## src/rtl/ddsPkg.sv

```systemverilog
package ddsPkg;

  localparam int ACC_W   = 16;
  localparam int PH_W    = 12;
  localparam int SEG_W   = 3;
  localparam int OFF_W   = 7;
  localparam int FRAC_W  = 3;
  localparam int ICPT_W  = 10;
  localparam int OUT_W   = 8;
  localparam int MAG_W   = OUT_W - 1;
  localparam int SUM_W   = ICPT_W + FRAC_W;
  localparam int RND_POS = SUM_W - MAG_W - 1;
  localparam int NUM_TERM = 2;

  // Which shifted copy of the in-piece offset a slope term contributes.
  typedef enum logic [2:0] {
    SH_NONE = 3'd0,
    SH_R0   = 3'd1,
    SH_R1   = 3'd2,
    SH_R2   = 3'd3,
    SH_R3   = 3'd4
  } shiftSel_e;

  // Strobes passed from phase control to the amplitude datapath.
  typedef struct packed {
    shiftSel_e [NUM_TERM-1:0] termSel;
    logic [SEG_W-1:0]         segIdx;
    logic [OFF_W-1:0]         offset;
    logic                     negate;
  } ampStrobe_t;

  // Slope of each piece expressed as two shift selections.
  function automatic shiftSel_e slopeTerm(input logic [SEG_W-1:0] seg, input int unsigned t);
    shiftSel_e hi;
    shiftSel_e lo;
    case (seg)
      3'd0, 3'd1: begin hi = SH_R0; lo = SH_R1;   end
      3'd2:       begin hi = SH_R0; lo = SH_R2;   end
      3'd3:       begin hi = SH_R0; lo = SH_R3;   end
      3'd4:       begin hi = SH_R0; lo = SH_NONE; end
      3'd5:       begin hi = SH_R1; lo = SH_R2;   end
      3'd6:       begin hi = SH_R1; lo = SH_NONE; end
      default:    begin hi = SH_R3; lo = SH_NONE; end
    endcase
    return (t == 0) ? hi : lo;
  endfunction

  // Starting level of each piece in 1/1024 of full scale.
  function automatic logic [ICPT_W-1:0] segIntercept(input logic [SEG_W-1:0] seg);
    logic [ICPT_W-1:0] lvl;
    case (seg)
      3'd0:    lvl = 10'd0;
      3'd1:    lvl = 10'd191;
      3'd2:    lvl = 10'd384;
      3'd3:    lvl = 10'd552;
      3'd4:    lvl = 10'd697;
      3'd5:    lvl = 10'd819;
      3'd6:    lvl = 10'd909;
      default: lvl = 10'd971;
    endcase
    return lvl;
  endfunction

endpackage

```

## src/rtl/ddsShiftTerm.sv

```systemverilog
module ddsShiftTerm
  import ddsPkg::*;
#(
  parameter int OFFW = OFF_W,
  parameter int FRW  = FRAC_W,
  parameter int SW   = SUM_W
) (
  input  shiftSel_e        sel,
  input  logic [OFFW-1:0]  offset,
  output logic [SW-1:0]    term
);

  localparam int ALN_W = OFFW + FRW;
  localparam int PAD_W = SW - ALN_W;

  logic [ALN_W-1:0] aligned;
  logic [ALN_W-1:0] shifted;

  assign aligned = {offset, {FRW{1'b0}}};

  always_comb begin
    case (sel)
      SH_R0:   shifted = aligned;
      SH_R1:   shifted = aligned >> 1;
      SH_R2:   shifted = aligned >> 2;
      SH_R3:   shifted = aligned >> 3;
      default: shifted = '0;
    endcase
  end

  assign term = {{PAD_W{1'b0}}, shifted};

endmodule

```

## src/rtl/ddsPhaseCtl.sv

```systemverilog
module ddsPhaseCtl
  import ddsPkg::*;
#(
  parameter int AW   = ACC_W,
  parameter int PW   = PH_W,
  parameter int SGW  = SEG_W,
  parameter int OFFW = OFF_W
) (
  input  logic          clk,
  input  logic          rst,
  input  logic [AW-1:0] fcw,
  output logic [AW-1:0] phaseAcc,
  output ampStrobe_t    strobe
);

  localparam int FOLD_W = PW - 2;

  logic [PW-1:0]     truncPhase;
  logic              signBit;
  logic              mirrorBit;
  logic [FOLD_W-1:0] foldedPhase;
  logic [SGW-1:0]    segSel;

  always_ff @(posedge clk) begin
    if (rst) phaseAcc <= '0;
    else     phaseAcc <= phaseAcc + fcw;
  end

  assign truncPhase  = phaseAcc[AW-1 -: PW];
  assign signBit     = truncPhase[PW-1];
  assign mirrorBit   = truncPhase[PW-2];
  assign foldedPhase = truncPhase[FOLD_W-1:0] ^ {FOLD_W{mirrorBit}};
  assign segSel      = foldedPhase[FOLD_W-1 -: SGW];

  assign strobe.segIdx = segSel;
  assign strobe.offset = foldedPhase[OFFW-1:0];
  assign strobe.negate = signBit;

  for (genvar t = 0; t < NUM_TERM; t++) begin : g_termSel
    assign strobe.termSel[t] = slopeTerm(segSel, t);
  end

endmodule

```

## src/rtl/ddsAmpPath.sv

```systemverilog
module ddsAmpPath
  import ddsPkg::*;
#(
  parameter int OW = OUT_W
) (
  input  logic          clk,
  input  logic          rst,
  input  ampStrobe_t    strobe,
  output logic [OW-1:0] sampleOut
);

  localparam int MW = OW - 1;

  logic [SUM_W-1:0] termVal [NUM_TERM];
  logic [SUM_W-1:0] icptTerm;
  logic [SUM_W-1:0] sumVal;
  logic [MW:0]      magWide;
  logic [MW-1:0]    magnitude;
  logic [OW-1:0]    unsignedMag;
  logic [OW-1:0]    signedSample;

  for (genvar t = 0; t < NUM_TERM; t++) begin : g_term
    ddsShiftTerm #(
      .OFFW(OFF_W),
      .FRW (FRAC_W),
      .SW  (SUM_W)
    ) u_term (
      .sel   (strobe.termSel[t]),
      .offset(strobe.offset),
      .term  (termVal[t])
    );
  end

  assign icptTerm = {segIntercept(strobe.segIdx), {FRAC_W{1'b0}}};
  assign sumVal   = termVal[0] + termVal[1] + icptTerm;

  // Round half up: keep the top bits, add the first dropped bit.
  assign magWide     = {1'b0, sumVal[SUM_W-1 -: MW]} + {{MW{1'b0}}, sumVal[RND_POS]};
  assign magnitude   = magWide[MW-1:0];
  assign unsignedMag = {1'b0, magnitude};
  assign signedSample = strobe.negate ? (~unsignedMag + 1'b1) : unsignedMag;

  always_ff @(posedge clk) begin
    if (rst) sampleOut <= '0;
    else     sampleOut <= signedSample;
  end

endmodule

```

## src/rtl/ddsSineCore.sv

```systemverilog
module ddsSineCore
  import ddsPkg::*;
(
  input  logic             clk,
  input  logic             rst,
  input  logic [ACC_W-1:0] fcw,
  output logic [OUT_W-1:0] sampleOut
);

  logic [ACC_W-1:0] phaseAcc;
  ampStrobe_t       ampStrobe;

  ddsPhaseCtl #(
    .AW  (ACC_W),
    .PW  (PH_W),
    .SGW (SEG_W),
    .OFFW(OFF_W)
  ) u_ctl (
    .clk     (clk),
    .rst     (rst),
    .fcw     (fcw),
    .phaseAcc(phaseAcc),
    .strobe  (ampStrobe)
  );

  ddsAmpPath #(
    .OW(OUT_W)
  ) u_amp (
    .clk      (clk),
    .rst      (rst),
    .strobe   (ampStrobe),
    .sampleOut(sampleOut)
  );

endmodule

```

## config.mk

```make
export PLATFORM = sky130hd
export DESIGN_NAME = ddsSineCore
export DESIGN_NICKNAME = d
export VERILOG_FILES = /design/src/rtl/ddsPkg.sv /design/src/rtl/ddsShiftTerm.sv /design/src/rtl/ddsPhaseCtl.sv /design/src/rtl/ddsAmpPath.sv /design/src/rtl/ddsSineCore.sv
export SDC_FILE = /design/constraint.sdc
export NUM_CORES = 1
export LEC_CHECK = 0
export ABC_AREA = 0
export CORE_UTILIZATION = 45
export CTS_CLUSTER_SIZE = 28
export DETAILED_ROUTE_END_ITERATION = 7
export PLACE_DENSITY_LB_ADDON = 0.12
export REMOVE_ABC_BUFFERS = 1
export SLEW_MARGIN = 25
export SYNTH_ARGS = -nofsm -noshare
export SYNTH_HDL_FRONTEND = slang
export SYNTH_HIERARCHICAL = 1
export SYNTH_SLANG_ARGS = --single-unit
```

## constraint.sdc

```tcl
create_clock -name clk -period 12 [get_ports clk]
set_clock_uncertainty 0.05 [all_clocks]
set_input_delay 2.4 -clock clk [delete_from_list [all_inputs] [get_ports clk]]
set_output_delay 2.4 -clock clk [all_outputs]
set_load 0.02 [all_outputs]
```

==> Word level (Yosys, flattened, before mapping) <==
Index checks and enable logic that the tools add are counted.
{ "totals": {"ff_bits": 24, "inputBits": 18} }
{ "op_classes": {"addsub": 5, "eq_ne": 14, "n_mux": 6, "bitwise": 3, "reduce_logical": 6} }
{ "op_table": {"columns": ["cell", "count"], "rows": [
  ["$pmux W10 S4", 2],
  ["$pmux W10 S7", 1],
  ["$eq A3 B2 Y1 const B", 6],
  ["$add A16 B16 Y16", 1],
  ["$eq A3 B3 Y1 const B", 5],
  ["$add A13 B13 Y13", 1],
  ["$add A10 B10 Y11", 1],
  ["$xor A10 B10 Y10", 1],
  ["$eq A3 B1 Y1 const B", 3],
  ["$pmux W3 S3", 1],
  ["$add A8 B1 Y8 const B", 1],
  ["$not A7 Y8", 1],
  ["$reduce_or A2 Y1", 4],
  ["$add A7 B1 Y7", 1],
  ["$mux W7", 1],
  ["$pmux W3 S2", 1],
  ["$reduce_or A5 Y1", 1],
  ["$logic_not A3 Y1", 1],
  ["$not A1 Y1", 1]
]} }

==> Logic depth before layout (Yosys ltp) <==
{ "depth": {"ltp_word": 12, "ltp_mapped": 27, "ltp_nobuf": 24} }

==> By module <==
Netlist, hierarchy kept.
{ "by_module_without_submodules": {"columns": ["mod", "n_inst", "cells_each", "area_each_um2"], "rows": [
  ["ddsAmpPath", 1, 168, 1395.1],
  ["ddsPhaseCtl", 1, 151, 1288.7],
  ["ddsShiftTerm", 2, 39, 351.6]
]} }

==> Worst setup path after synthesis <==
OpenSTA, ideal clock, no wires.
{ "synth_path": {"path_kind": "reg-to-reg", "start": "register u_ctl.phaseAcc[14]", "end": "register u_amp.sampleOut[6]", "arrival_time_ps": 5078, "t_required_ps": 11829, "path_slack_ps": 6751, "stages_incl_launch_ff": 24, "path_buffers": 2, "synth_period_minus_slack_ps": 5249, "path_cell_list": "dfxtp_1 buf_2 xor2_1 mux2i_1 buf_6 nand2b_4 o211ai_1 inv_1 fa_1 inv_1 ha_1 o21ai_2 a221oi_1 nor2_1 xnor2_1 ha_1 ha_1 nor2b_1 maj3_2 a221oi_2 xnor2_1 nor2_1 a21oi_1 mux2_4"} }
{ "synth_rtl": {"columns": ["item", "line", "source"], "rows": [
  ["start, declared", "ddsPhaseCtl.sv:12", "output logic [AW-1:0] phaseAcc,"],
  ["start signal, assigned", "ddsPhaseCtl.sv:26", "else phaseAcc <= phaseAcc + fcw;"],
  ["end signal, assigned", "ddsAmpPath.sv:45", "else sampleOut <= signedSample;"],
  ["end, declared", "ddsAmpPath.sv:9", "output logic [OW-1:0] sampleOut"]
]} }

==> metrics.csv <==
metric,value,unit
die_h,88.8,um
ios,26,
cts_tree,done,
cp_top_family,simple AND/OR/NAND/NOR gates,
antenna_left,0,
slew-limit-headroom,47.8,%
path_class,reg2reg,
outcome,completed,
synth_edf_count,0,
ctsHoldBuffers,0,
report.final.hold_viol_count,0,
drt-wirelength-per-cell,13.7,um
root_buffer,clkbuf_8,
worst-path-buf-inv,0,
gr-usage-all-layers,19.3,%
cp_max_fo,13,
cp-start-kind,flop,
cap_violations,0,
tightest_slew,0.781,ns
dieArea,7880,um2
synth_cell_types,75,
cts_buffers,3,
final_cell_mix,"nor2_1 (34), ha_1 (31), a21oi_1 (27)",
io_buffers,25,
post_cts_buffers,0,
dp_hpwl,5580,um
grt-ovfl-total,0,
min_period,6.46,ns
grt_max_degree,31,
synth_area,3390,um2
htree_levels,1,
crit_chain,xor2_1 -> nand2_1 -> nor2_1 -> nand2b_4 -> o221ai_1 -> fa_1 -> ha_1 -> o21ai_2 -> a221oi_1 -> nor2_1 -> xnor2_1 -> ha_1 -> ha_1 -> nor2b_1 -> nand4b_1 -> o211ai_1 -> a221oi_2 -> xnor2_1 -> nor2_1 -> a21oi_1 -> mux2_4,
yosys_warnings,6,
slowest_delay,0.68,ns
via_per_inst,5.56,
layout_commonest_cell,nor2_1,
cp-end-kind,flop,
rows,31,
crit_required,12.11,ns
post_cts_resized,0,
start_util,46.7,%
grt_first_pass_wirelength,12100,um
clk_latency,0.26,ns
avgSynthCellArea,8.53,um2
drv_slew,0,
slowest_stage,xor2_1,
first_pass_iters,4,
worstPathArrival,6.58,ns
diodes,0,
async_flop_share,0,%
fmax,155,MHz
place.gp.congestion,0.816,
drive_gt1_share,7.58,%
cts.path.max_buffers,2,
clk_pin_slew,0.09,ns
coreArea,7250,um2
drtIter0Drc,90,
synth-seq-area-share,14.2,%
clkSinkCount,24,
finalWirelength,6980,um
rsz0062_at_grt,false,
layout.nets,469,
grt_pass1_vias,2653,
antenna_found_initial,0,
worstHoldPathType,reg2reg,
tns,0,ns
synthToLayoutAreaGrowth,8.90,%
die_x,88.8,um
ys.flop_type,dfxtp_1,
via_count,2825,
finalCritPeriodShare,53.9,%
syn_inst,397,
finalSetupViolations,0,
drc,0,
synth-seq-cells,24,
==> cells in the mapped netlist, types with 5 or more instances <==
cell,number,area [um2]
a21oi_1,28,140
clkbuf_1,7,26.3
o21ai_0,12,60.1
mux2i_1,15,150
nor2_1,34,128
nand2_1,25,93.8
and3_1,5,31.3
ha_1,31,388
inv_1,24,90.1
xor2_1,19,166
nor3_1,5,25.0
dfxtp_1,24,480
o211ai_1,8,60.1
fa_1,10,200
a21o_1,7,52.6
nand4bb_1,12,135
nor2b_1,8,50.1
xnor2_1,15,131
buf_4,9,67.6
==> worst min-delay path, cell delays in order (launching register included) <==
cell	delay (ns)
dfxtp_1	0.32
ha_1	0.11
nor2b_1	0.11
==> worst paths after layout <==
kind / startpoint / to / slack, ns / depth (start not counted)
max: u_ctl/phaseAcc[14] / u_amp/sampleOut[6] / 5.54 / 21
min: u_ctl/phaseAcc[0] / u_ctl/phaseAcc[0] / 0.52 / 2
max reg2reg: u_ctl/phaseAcc[14] / u_amp/sampleOut[6] / 5.54 / 21
min reg2reg: u_ctl/phaseAcc[0] / u_ctl/phaseAcc[0] / 0.52 / 2
==> metal layers <==
layer  wire (um)  vias to the layer above  part of all wire (%)  track usage, %
li1            -                     1465                     -               -
met1        3460                     1329                    50            27.0
met2        3320                       29                    48            33.4
met3         155                        2                   2.2            1.12
met4          35                        0                  0.50            3.08
met5           0                        -                     0               0
==> through the flow <==
step | cell area [um2] | std cells | hold slack [ns] | utilization (%) | setup slack [ns]
global route | 3690 | 508 | 0.547 | 50.9 | 4.95
CTS | 3680 | 508 | 0.527 | 50.8 | 5.44
global placement | 3610 | 504 | 0.490 | 49.8 | 5.69
finish | 3690 | 508 | 0.519 | 50.9 | 5.54
detailed placement | 3610 | 504 | 0.497 | 49.8 | 5.49
floorplan | 3210 | 377 | 0.474 | - | 5.73
==> cell type report <==
type | count | area, um2
well taps | 99 | 124
fillers | 737 | 3560
clock inverters | 1 | 30.0
repair buffers | 28 | 273
inverters | 24 | 90.1
flip-flops and latches | 24 | 480
multi-input cells | 329 | 2650
clock buffers | 3 | 41.3
==> cells by family after synthesis <==
kind of cell | synth area share, %
flip-flops | 14.2
AO/OA/AOI/OAI | 21.7
XOR/XNOR | 9.49
buffers and inverters | 8.24
other | 0.222
adder cells (fa/ha/maj) | 17.7
AND/OR/NAND/NOR | 22.3
multiplexers | 6.21
==> sequential cells by signal, summed over array words and instances (netlist names) <==
signal,flops
u_ctl/phaseAcc,16
u_amp/sampleOut,8
Power is not shown: default switching activity piles up to over one toggle a cycle in this logic, so the estimate is an artifact.
